$ cat src/rtl/pcm_ser_tx.sv
module pcm_ser_tx #(
  parameter int SAMPLE_W  = 24,
  parameter int SLOT_BITS = 32,
  parameter int HALF_DIV  = 2
) (
  input  logic                clk,
  input  logic                rst_n,
  input  logic                mclk_en,
  input  logic [1:0]          fmt,
  input  logic                in_valid,
  output logic                in_ready,
  input  logic [SAMPLE_W-1:0] in_left,
  input  logic [SAMPLE_W-1:0] in_right,
  input  logic                in_hold_l,
  input  logic                in_hold_r,
  input  logic                in_mute_l,
  input  logic                in_mute_r,
  output logic                bclk,
  output logic                wclk,
  output logic                sdata
);
  localparam int FRAME_BITS = 2 * SLOT_BITS;
  localparam int IDX_W      = $clog2(FRAME_BITS);
  localparam int DIV_W      = (HALF_DIV > 1) ? $clog2(HALF_DIV) : 1;
  localparam int SHORT_W    = 16;
  localparam logic [1:0] F_RJ16 = 2'd0;
  localparam logic [1:0] F_RJ24 = 2'd1;
  localparam logic [1:0] F_LJ   = 2'd2;
  localparam logic [1:0] F_I2S  = 2'd3;

  logic [DIV_W-1:0]    div_cnt;
  logic [IDX_W-1:0]    bit_idx, nxt_idx;
  logic                bclk_q, wclk_q, sd_q;
  logic [SAMPLE_W-1:0] pend_l, pend_r, prev_l, prev_r, cur_l, cur_r;
  logic                pend_ml, pend_mr, pend_full, cur_ml, cur_mr;
  logic [1:0]          fmt_q;

  logic half_tick, new_period, frame_start, accept, slot_r;
  logic [SAMPLE_W-1:0] use_l, use_r;
  logic                use_ml, use_mr;
  logic [1:0]          use_fmt;
  logic                wclk_n, sd_n;
  int                  pos;

  function automatic logic pick(input logic [SAMPLE_W-1:0] s, input logic [1:0] f, input int p);
    int start, width, off;
    logic [SAMPLE_W-1:0] sh;
    case (f)
      F_RJ16:  begin start = SLOT_BITS - SHORT_W;  width = SHORT_W;  end
      F_RJ24:  begin start = SLOT_BITS - SAMPLE_W; width = SAMPLE_W; end
      F_LJ:    begin start = 0;                    width = SAMPLE_W; end
      default: begin start = 1;                    width = SAMPLE_W; end
    endcase
    off  = p - start;
    sh   = s << off;
    pick = (off >= 0 && off < width) ? sh[SAMPLE_W-1] : 1'b0;
  endfunction

  assign half_tick   = mclk_en && (div_cnt == DIV_W'(HALF_DIV - 1));
  assign new_period  = half_tick && bclk_q;
  assign nxt_idx     = (bit_idx == IDX_W'(FRAME_BITS - 1)) ? '0 : bit_idx + 1'b1;
  assign frame_start = new_period && (nxt_idx == '0);
  assign accept      = in_valid && !pend_full;
  assign in_ready    = !pend_full;

  assign use_l   = (frame_start && pend_full) ? pend_l  : cur_l;
  assign use_r   = (frame_start && pend_full) ? pend_r  : cur_r;
  assign use_ml  = (frame_start && pend_full) ? pend_ml : cur_ml;
  assign use_mr  = (frame_start && pend_full) ? pend_mr : cur_mr;
  assign use_fmt = frame_start ? fmt : fmt_q;

  assign slot_r = (nxt_idx >= IDX_W'(SLOT_BITS));
  assign pos    = slot_r ? int'(nxt_idx) - SLOT_BITS : int'(nxt_idx);
  assign wclk_n = slot_r ^ (use_fmt != F_I2S);
  assign sd_n   = slot_r ? (!use_mr && pick(use_r, use_fmt, pos))
                         : (!use_ml && pick(use_l, use_fmt, pos));

  always_ff @(posedge clk or negedge rst_n) begin
    if (!rst_n) begin
      div_cnt <= '0;
      bclk_q  <= 1'b0;
      wclk_q  <= 1'b0;
      sd_q    <= 1'b0;
      bit_idx <= IDX_W'(FRAME_BITS - 1);
    end else if (mclk_en) begin
      div_cnt <= half_tick ? '0 : div_cnt + 1'b1;
      if (half_tick) begin
        bclk_q <= !bclk_q;
        if (bclk_q) begin
          bit_idx <= nxt_idx;
          wclk_q  <= wclk_n;
          sd_q    <= sd_n;
        end
      end
    end
  end

  always_ff @(posedge clk or negedge rst_n) begin
    if (!rst_n) begin
      pend_full <= 1'b0;
      pend_l    <= '0;
      pend_r    <= '0;
      pend_ml   <= 1'b0;
      pend_mr   <= 1'b0;
      prev_l    <= '0;
      prev_r    <= '0;
    end else if (accept) begin
      pend_full <= 1'b1;
      pend_l    <= in_hold_l ? prev_l : in_left;
      pend_r    <= in_hold_r ? prev_r : in_right;
      pend_ml   <= in_mute_l;
      pend_mr   <= in_mute_r;
      prev_l    <= in_hold_l ? prev_l : in_left;
      prev_r    <= in_hold_r ? prev_r : in_right;
    end else if (frame_start) begin
      pend_full <= 1'b0;
    end
  end

  always_ff @(posedge clk or negedge rst_n) begin
    if (!rst_n) begin
      cur_l  <= '0;
      cur_r  <= '0;
      cur_ml <= 1'b0;
      cur_mr <= 1'b0;
      fmt_q  <= F_RJ16;
    end else if (frame_start) begin
      cur_l  <= use_l;
      cur_r  <= use_r;
      cur_ml <= use_ml;
      cur_mr <= use_mr;
      fmt_q  <= fmt;
    end
  end

  assign bclk  = bclk_q;
  assign wclk  = wclk_q;
  assign sdata = sd_q;
endmodule

$ cat config.mk
export PLATFORM = sky130hd
export DESIGN_NAME = pcm_ser_tx
export DESIGN_NICKNAME = d
export VERILOG_FILES = /design/src/rtl/pcm_ser_tx.sv
export SDC_FILE = /design/constraint.sdc
export NUM_CORES = 1
export LEC_CHECK = 0
export BUFFER_PORTS_ARGS = -buffer_cell sky130_fd_sc_hd__buf_2
export CAP_MARGIN = 20
export CORE_MARGIN = 2
export CORE_UTILIZATION = 62
export DETAILED_ROUTE_END_ITERATION = 16
export PLACE_DENSITY = 0.84
export SLEW_MARGIN = 10
export SYNTH_ARGS = -nofsm -noshare
export SYNTH_HDL_FRONTEND = slang
export SYNTH_SLANG_ARGS = --single-unit
$ cat constraint.sdc
create_clock -name clk -period 11.86 [get_ports clk]
set_input_delay 0.593 -clock clk [delete_from_list [all_inputs] [get_ports clk]]
set_output_delay 0.593 -clock clk [all_outputs]
set_load 0.1 [all_outputs]
-- Yosys cells after proc, flatten, opt, wreduce, memory -nomap -nowiden
Index checks and enable logic that the tools add are counted.
- bits of input ports: 58
- word-level logic and storage cells: 65
- output and inout port bits: 4
- register bits after elaboration: 113
- reduce and logical (&&, ||, !) cells: 19
- mux-type cells: 15
- eq/ne operators: 4
- shift operators: 2
- add/subtract/negate cells: 4
- bitwise operators: 3
- magnitude comparators: 3
- operator list (kind ; count):
    left shift 24 x 32 -> 24 bit ; 2
    2-to-1 mux 24 bit ; 2
    greater-or-equal comparator 32 x 1 -> 1 bit (second input constant) ; 1
    less-than comparator 32 bit ; 1
    2-to-1 mux 32 bit ; 1
    subtractor 32 bit ; 1
    case mux 5 bit (3 select lines) ; 1
    logical AND 1 bit ; 8
    2-to-1 mux 1 bit ; 8
    subtractor 6 x 6 -> 7 bit (second input constant) ; 1
    adder 6 x 1 -> 6 bit (second input constant) ; 1
    equality test 6 bit (second input constant) ; 1
    greater-or-equal comparator 6 bit (second input constant) ; 1
    zero test 6 bit ; 1
    2-to-1 mux 6 bit ; 1
    AND reduction 2 bit ; 3
    zero test 1 bit ; 4
    2-to-1 mux 4 bit ; 1
    AND reduction 3 bit ; 1
    equality test 2 x 1 -> 1 bit (second input constant) ; 1
    equality test 2 bit (second input constant) ; 1
    zero test 2 bit ; 1
    2-to-1 mux 2 bit ; 1
    inequality test 2 bit (second input constant) ; 1
    4 further kinds ; 5

-- Logic depth before layout (Yosys ltp)
- depth after elaboration: 13
- mapped depth: 19
- mapped depth without buffers: 18

-- Least setup slack after synthesis
Ideal clock, no wire load.
- path kind: reg-to-reg
- start: register bclk_q (netlist: bclk)
- end: register sd_q (netlist: sdata)
- setup time: 0.095 ns
- data required time: 11.765 ns
- data arrival time: 4.558 ns
- period minus slack after synthesis: 4.654 ns
- path buffers: 1
- cell stages (with the launch flop): 17
- path slack: 7.206 ns
- path through: dfrtp_1 and3_1 o2111ai_1 or4b_4 mux2i_1 nor2_1 ha_1 ha_1 inv_1 xnor2_1 clkbuf_1 nand2_1 a311oi_1 a2111oi_0 o41ai_1 a31oi_1 o31ai_1
- longest elaborated chain between the ends: 11
- elaborated cells on any way between the ends: 27
- those cells by class: add/sub: 1; order compare: 2; eq/ne: 2; shift: 2; mux: 10; reduce/logical: 10
- RTL lines (what ; RTL line ; RTL):
    from (decl) ; 33 ; logic bclk_q, wclk_q, sd_q;
    from (signal assigned) ; 88 ; bclk_q <= !bclk_q;
    logical AND 1 bit ; 60 ; assign new_period = half_tick && bclk_q;
    logical AND 1 bit ; 62 ; assign frame_start = new_period && (nxt_idx == '0);
    2-to-1 mux 2 bit ; -- ;
    equality test 2 bit (tied with other cells) ; 48 ; case (f)
    case mux 5 bit (3 select lines) ; 48 ;
    subtractor 32 bit ; 54 ; off = p - start;
    greater-or-equal comparator 32 x 1 -> 1 bit or less-than comparator 32 bit (tied branches) ; 56 ; pick = (off >= 0 && off < width) ? sh[SAMPLE_W-1] : 1'b0;
    logical AND 1 bit ; 56 ;
    2-to-1 mux 1 bit ; 56 ;
    logical AND 1 bit, on equally long branches ; 76, 75 ;
    2-to-1 mux 1 bit ; 75 ; assign sd_n = slot_r ? (!use_mr && pick(use_r, use_fmt, pos))
    to (signal assigned) ; 92 ; sd_q <= sd_n;
    to (decl) ; 33 ;
Several ways; a longest one is shown, not always the timed one.
A chain may end at the register's enable or synchronous reset.

-- Worst setup path after layout
- start: register bit_idx[0]
- end: register sd_q (netlist: sdata)
- longest elaborated chain between the ends: 13
- elaborated cells on any way between the ends: 32
- those cells by class: add/sub: 3; order compare: 3; eq/ne: 3; shift: 2; mux: 12; reduce/logical: 9
- RTL lines (what ; RTL line ; RTL):
    from (decl) ; 32 ; logic [IDX_W-1:0] bit_idx, nxt_idx;
    from (signal assigned) ; 84 ; bit_idx <= IDX_W'(FRAME_BITS - 1);
    from (signal assigned) ; 90 ; bit_idx <= nxt_idx;
    adder 6 x 1 -> 6 bit or equality test 6 bit (tied branches) ; 61 ; assign nxt_idx = (bit_idx == IDX_W'(FRAME_BITS - 1)) ? '0 : bit_idx + 1'b1;
    2-to-1 mux 6 bit (*) ; 61 ;
    named net nxt_idx[3] ; 32 ;
    zero test 6 bit ; 62 ;
    logical AND 1 bit ; 62 ;
    2-to-1 mux 2 bit ; -- ;
    equality test 2 bit (tied with other cells) ; 48 ;
    case mux 5 bit (3 select lines) ; 48 ;
    subtractor 32 bit ; 54 ;
    greater-or-equal comparator 32 x 1 -> 1 bit or less-than comparator 32 bit (tied branches) ; 56 ;
    logical AND 1 bit ; 56 ;
    2-to-1 mux 1 bit ; 56 ;
    logical AND 1 bit, on equally long branches ; 76, 75 ;
    2-to-1 mux 1 bit (*) ; 75 ;
Mark *: on every way through the listed nets, which the timed path passes. The rest lies on a longest branch.

==> out/results.ini <==
[yosys]
synth_simple_gate_area_share_pct=6.75
netlist_area_mm2=0.00543
synthCells=409
synth_compound_area_share_pct=5.32
synth_top_family_by_area=multiplexers
synthAdderAreaFrac_pct=3.46
synthFlopType=dfrtp_1
synthArstFlopShare_pct=100
synth_xor_area_share_pct=1.61
synth_edf_count=0
ys_warn_count=0
ys_seq_area_share_pct=52.2
synthMuxAreaShare_pct=28.0
syn_area_per_cell_um2=13.3
post_synth_num_cell_types=54
ys_ff_latch=113

[clock_network]
cts_tree=built
postCtsSetupRepairBufs=0
clock_latency_ns=0.52
cts-htree-levels=4
cts-root-buf=clkbuf_8
clkTransAtPathRegs_ns=0.06
clockBufferDepth=2
cts_buffers=17
postCtsHoldBufs=0
cts_resized=0
cts_sinks=113

[run]
max_cap_viol_count=0

[placed_design]
dp_hpwl_um=7240
portBuffers=61
place.gp.congestion=0.880
place_ws_ns=6.91
place_area_mm2=0.00583

[sta]
max-slew-margin-rel_pct=49.4
hold_viol=0
skew_ns=0.00446
min_period_ns=5.07
fin_crit_sh_pct=42.8
rsz0062_at_grt=false
fin_tns_setup_ns=0
max_freq_mhz=197
fin_ws_ns=6.79
drv_slew=0
finalSetupViolCount=0
timing.hold.ws_ns=0.114
tightest_slew_ns=0.760

[finish]
areaGrowthSynthToFinish_pct=18.8
final_cell_mix=dfrtp_1, mux2_2, buf_2, nand2_1, clkbuf_16
stdcell_area_mm2=0.00645
drive_gt1_share_pct=44.6
layout_commonest_cell=dfrtp_1
nFillCells=560
final_nets=555
n_antenna_cell=0

[worst_setup_path]
worstPathArrival_ns=5.47
required_ns=12.26
crit_path_start_kind=flop
path_class=reg -> reg
critPathCaptureType=flop
r2r_cells=15
reg2reg_to=sdata
critPathLaunch=bit_idx[0]
crit_end=sdata
timing.rr.start=bit_idx[0]
crit_path_max_fanout=19
regToRegSetupSlack_ns=6.79

[die]
dieHeight_um=97.6
ioPinCount=62
start_util_pct=63.2
core_area_mm2=0.00859
die_width_um=97.6
die_area_mm2=0.00952
fp-row-count=34

[grt]
grt_max_degree=60
grt_pass1_vias=3813
grt_pass1_wl_um=18800
overflow=0
antenna_found_initial=0
track_usage_pct=25.2

[pwr]
netSwitchingFraction_pct=34.2
leakage_nw=3.25
power_density_mw_per_mm2=271
cell_internal_pwr_mw=1.15
seqPwrFrac_pct=36.0
p_comb_share_pct=35.2
power_switching_mw=0.598
ir_drop_mv=0.123
power_frac_clock_pct=28.8

[route]
avgViaCountPerCell=5.86
drc=0
drt_first_iter_violations=221
postRouteWirelength_um=11000
first_pass_iters=5
wire_per_inst_um=18.2
num_vias=3532
ant_nets=0

[min_path]
hold_class=in -> async

[run_status]
outcome=finished, final reports clean

[cell type report]
cell class / count / area, µm² / area share (%)
sequential: 113 / 2840 / 44.0
tap: 108 / 135 / 2.10
clock buffer: 19 / 432 / 6.69
inverter: 10 / 37.5 / 0.582
clock inverter: 13 / 163 / 2.52
multi-input combinational: 274 / 2490 / 38.6
timing repair buffer: 66 / 360 / 5.59
[flip-flops by register name, summed over array words and instances (netlist names), 2 cells and up]
name,cells
cur_l,24
cur_r,24
prev_l,24
prev_r,24
bit_idx,6
fmt_q,2
[Yosys cell counts, types with 2 or more instances]
| cell | instances | area, µm² |
|---|---|---|
| a21o_1 | 7 | 52.6 |
| ha_1 | 15 | 188 |
| a311oi_1 | 2 | 17.5 |
| buf_2 | 2 | 10.0 |
| o31ai_1 | 2 | 15.0 |
| nor2b_1 | 2 | 12.5 |
| dfstp_2 | 6 | 158 |
| o21a_1 | 2 | 15.0 |
| a31oi_1 | 2 | 12.5 |
| xnor2_1 | 9 | 78.8 |
| mux2_2 | 99 | 1110 |
| o21ai_0 | 7 | 35.0 |
| nor2_1 | 11 | 41.3 |
| buf_6 | 3 | 33.8 |
| dfrtp_1 | 107 | 2680 |
| a21oi_1 | 4 | 20.0 |
| inv_1 | 9 | 33.8 |
| mux2i_1 | 14 | 140 |
| nand2_1 | 31 | 116 |
| nand3_1 | 12 | 60.1 |
| and3_1 | 3 | 18.8 |
| mux4_2 | 11 | 248 |
| or2_2 | 3 | 18.8 |
| clkbuf_1 | 13 | 48.8 |
| o2111ai_1 | 2 | 17.5 |
| nor3_1 | 3 | 15.0 |
[critical path, cell delays in order (launching register included)]
cell and delay [ns]:
dfstp_2 0.59, ha_1 0.32, nand3_1 0.11, a311o_1 0.41
or4b_4 0.58, mux2i_1 0.32, nor2_1 0.12, ha_1 0.21
ha_1 0.78, inv_1 0.28, mux4_2 0.35, mux4_2 0.46
nand3_1 0.10, o31ai_1 0.09, a31oi_1 0.14, o31ai_1 0.09
[stage by stage]
| stage | util, % | instances | power (mW) |
|---|---|---|---|
| floorplan | - | 417 | 1.07 |
| global placement | 67.8 | 569 | 1.19 |
| detailed placement | 67.8 | 569 | 1.23 |
| CTS | 74.7 | 601 | 1.75 |
| global route | 75.1 | 603 | 1.85 |
| finish | 75.1 | 603 | 1.75 |
[worst min path at each step]
stage                     slack, ns     from    endpoint  cells past startpoint
after floorplan                0.30    rst_n        bclk                      0
after global placement         0.47  pend_ml     pend_ml                      2
after detailed placement       0.47  pend_ml     pend_ml                      2
after CTS                      0.13    rst_n  prev_l[11]                      1
after global routing           0.16    rst_n   prev_l[9]                      1
final                          0.11    rst_n  prev_l[11]                      1
[power groups by stage]
stage	combinational, mW	sequential [mW]	clock [mW]
global placement	0.574	0.619	0
CTS	0.614	0.629	0.509
global route	0.674	0.648	0.529
finish	0.615	0.630	0.503
floorplan	0.456	0.619	0
detailed placement	0.598	0.631	0
[metal layers]
metal  vias to the layer above  global-route usage [%]  part of all wire, %
li1                       1620                       -                    -
met1                      1777                    31.3                   42
met2                       114                    42.1                   51
met3                        21                    7.05                  5.5
met4                         0                    9.83                  2.1
met5                         -                       0                    0
[logic make-up after synthesis]
kind of cell	after synthesis
AOI/OAI and AO/OA	40
xor gates and xnor gates	10
adders and majority gates	15
buffers and inverters	30
DFF	113
muxes	125
other	1
and+or+nand+nor	75
No activity file was read; power rests on OpenSTA's default activity.
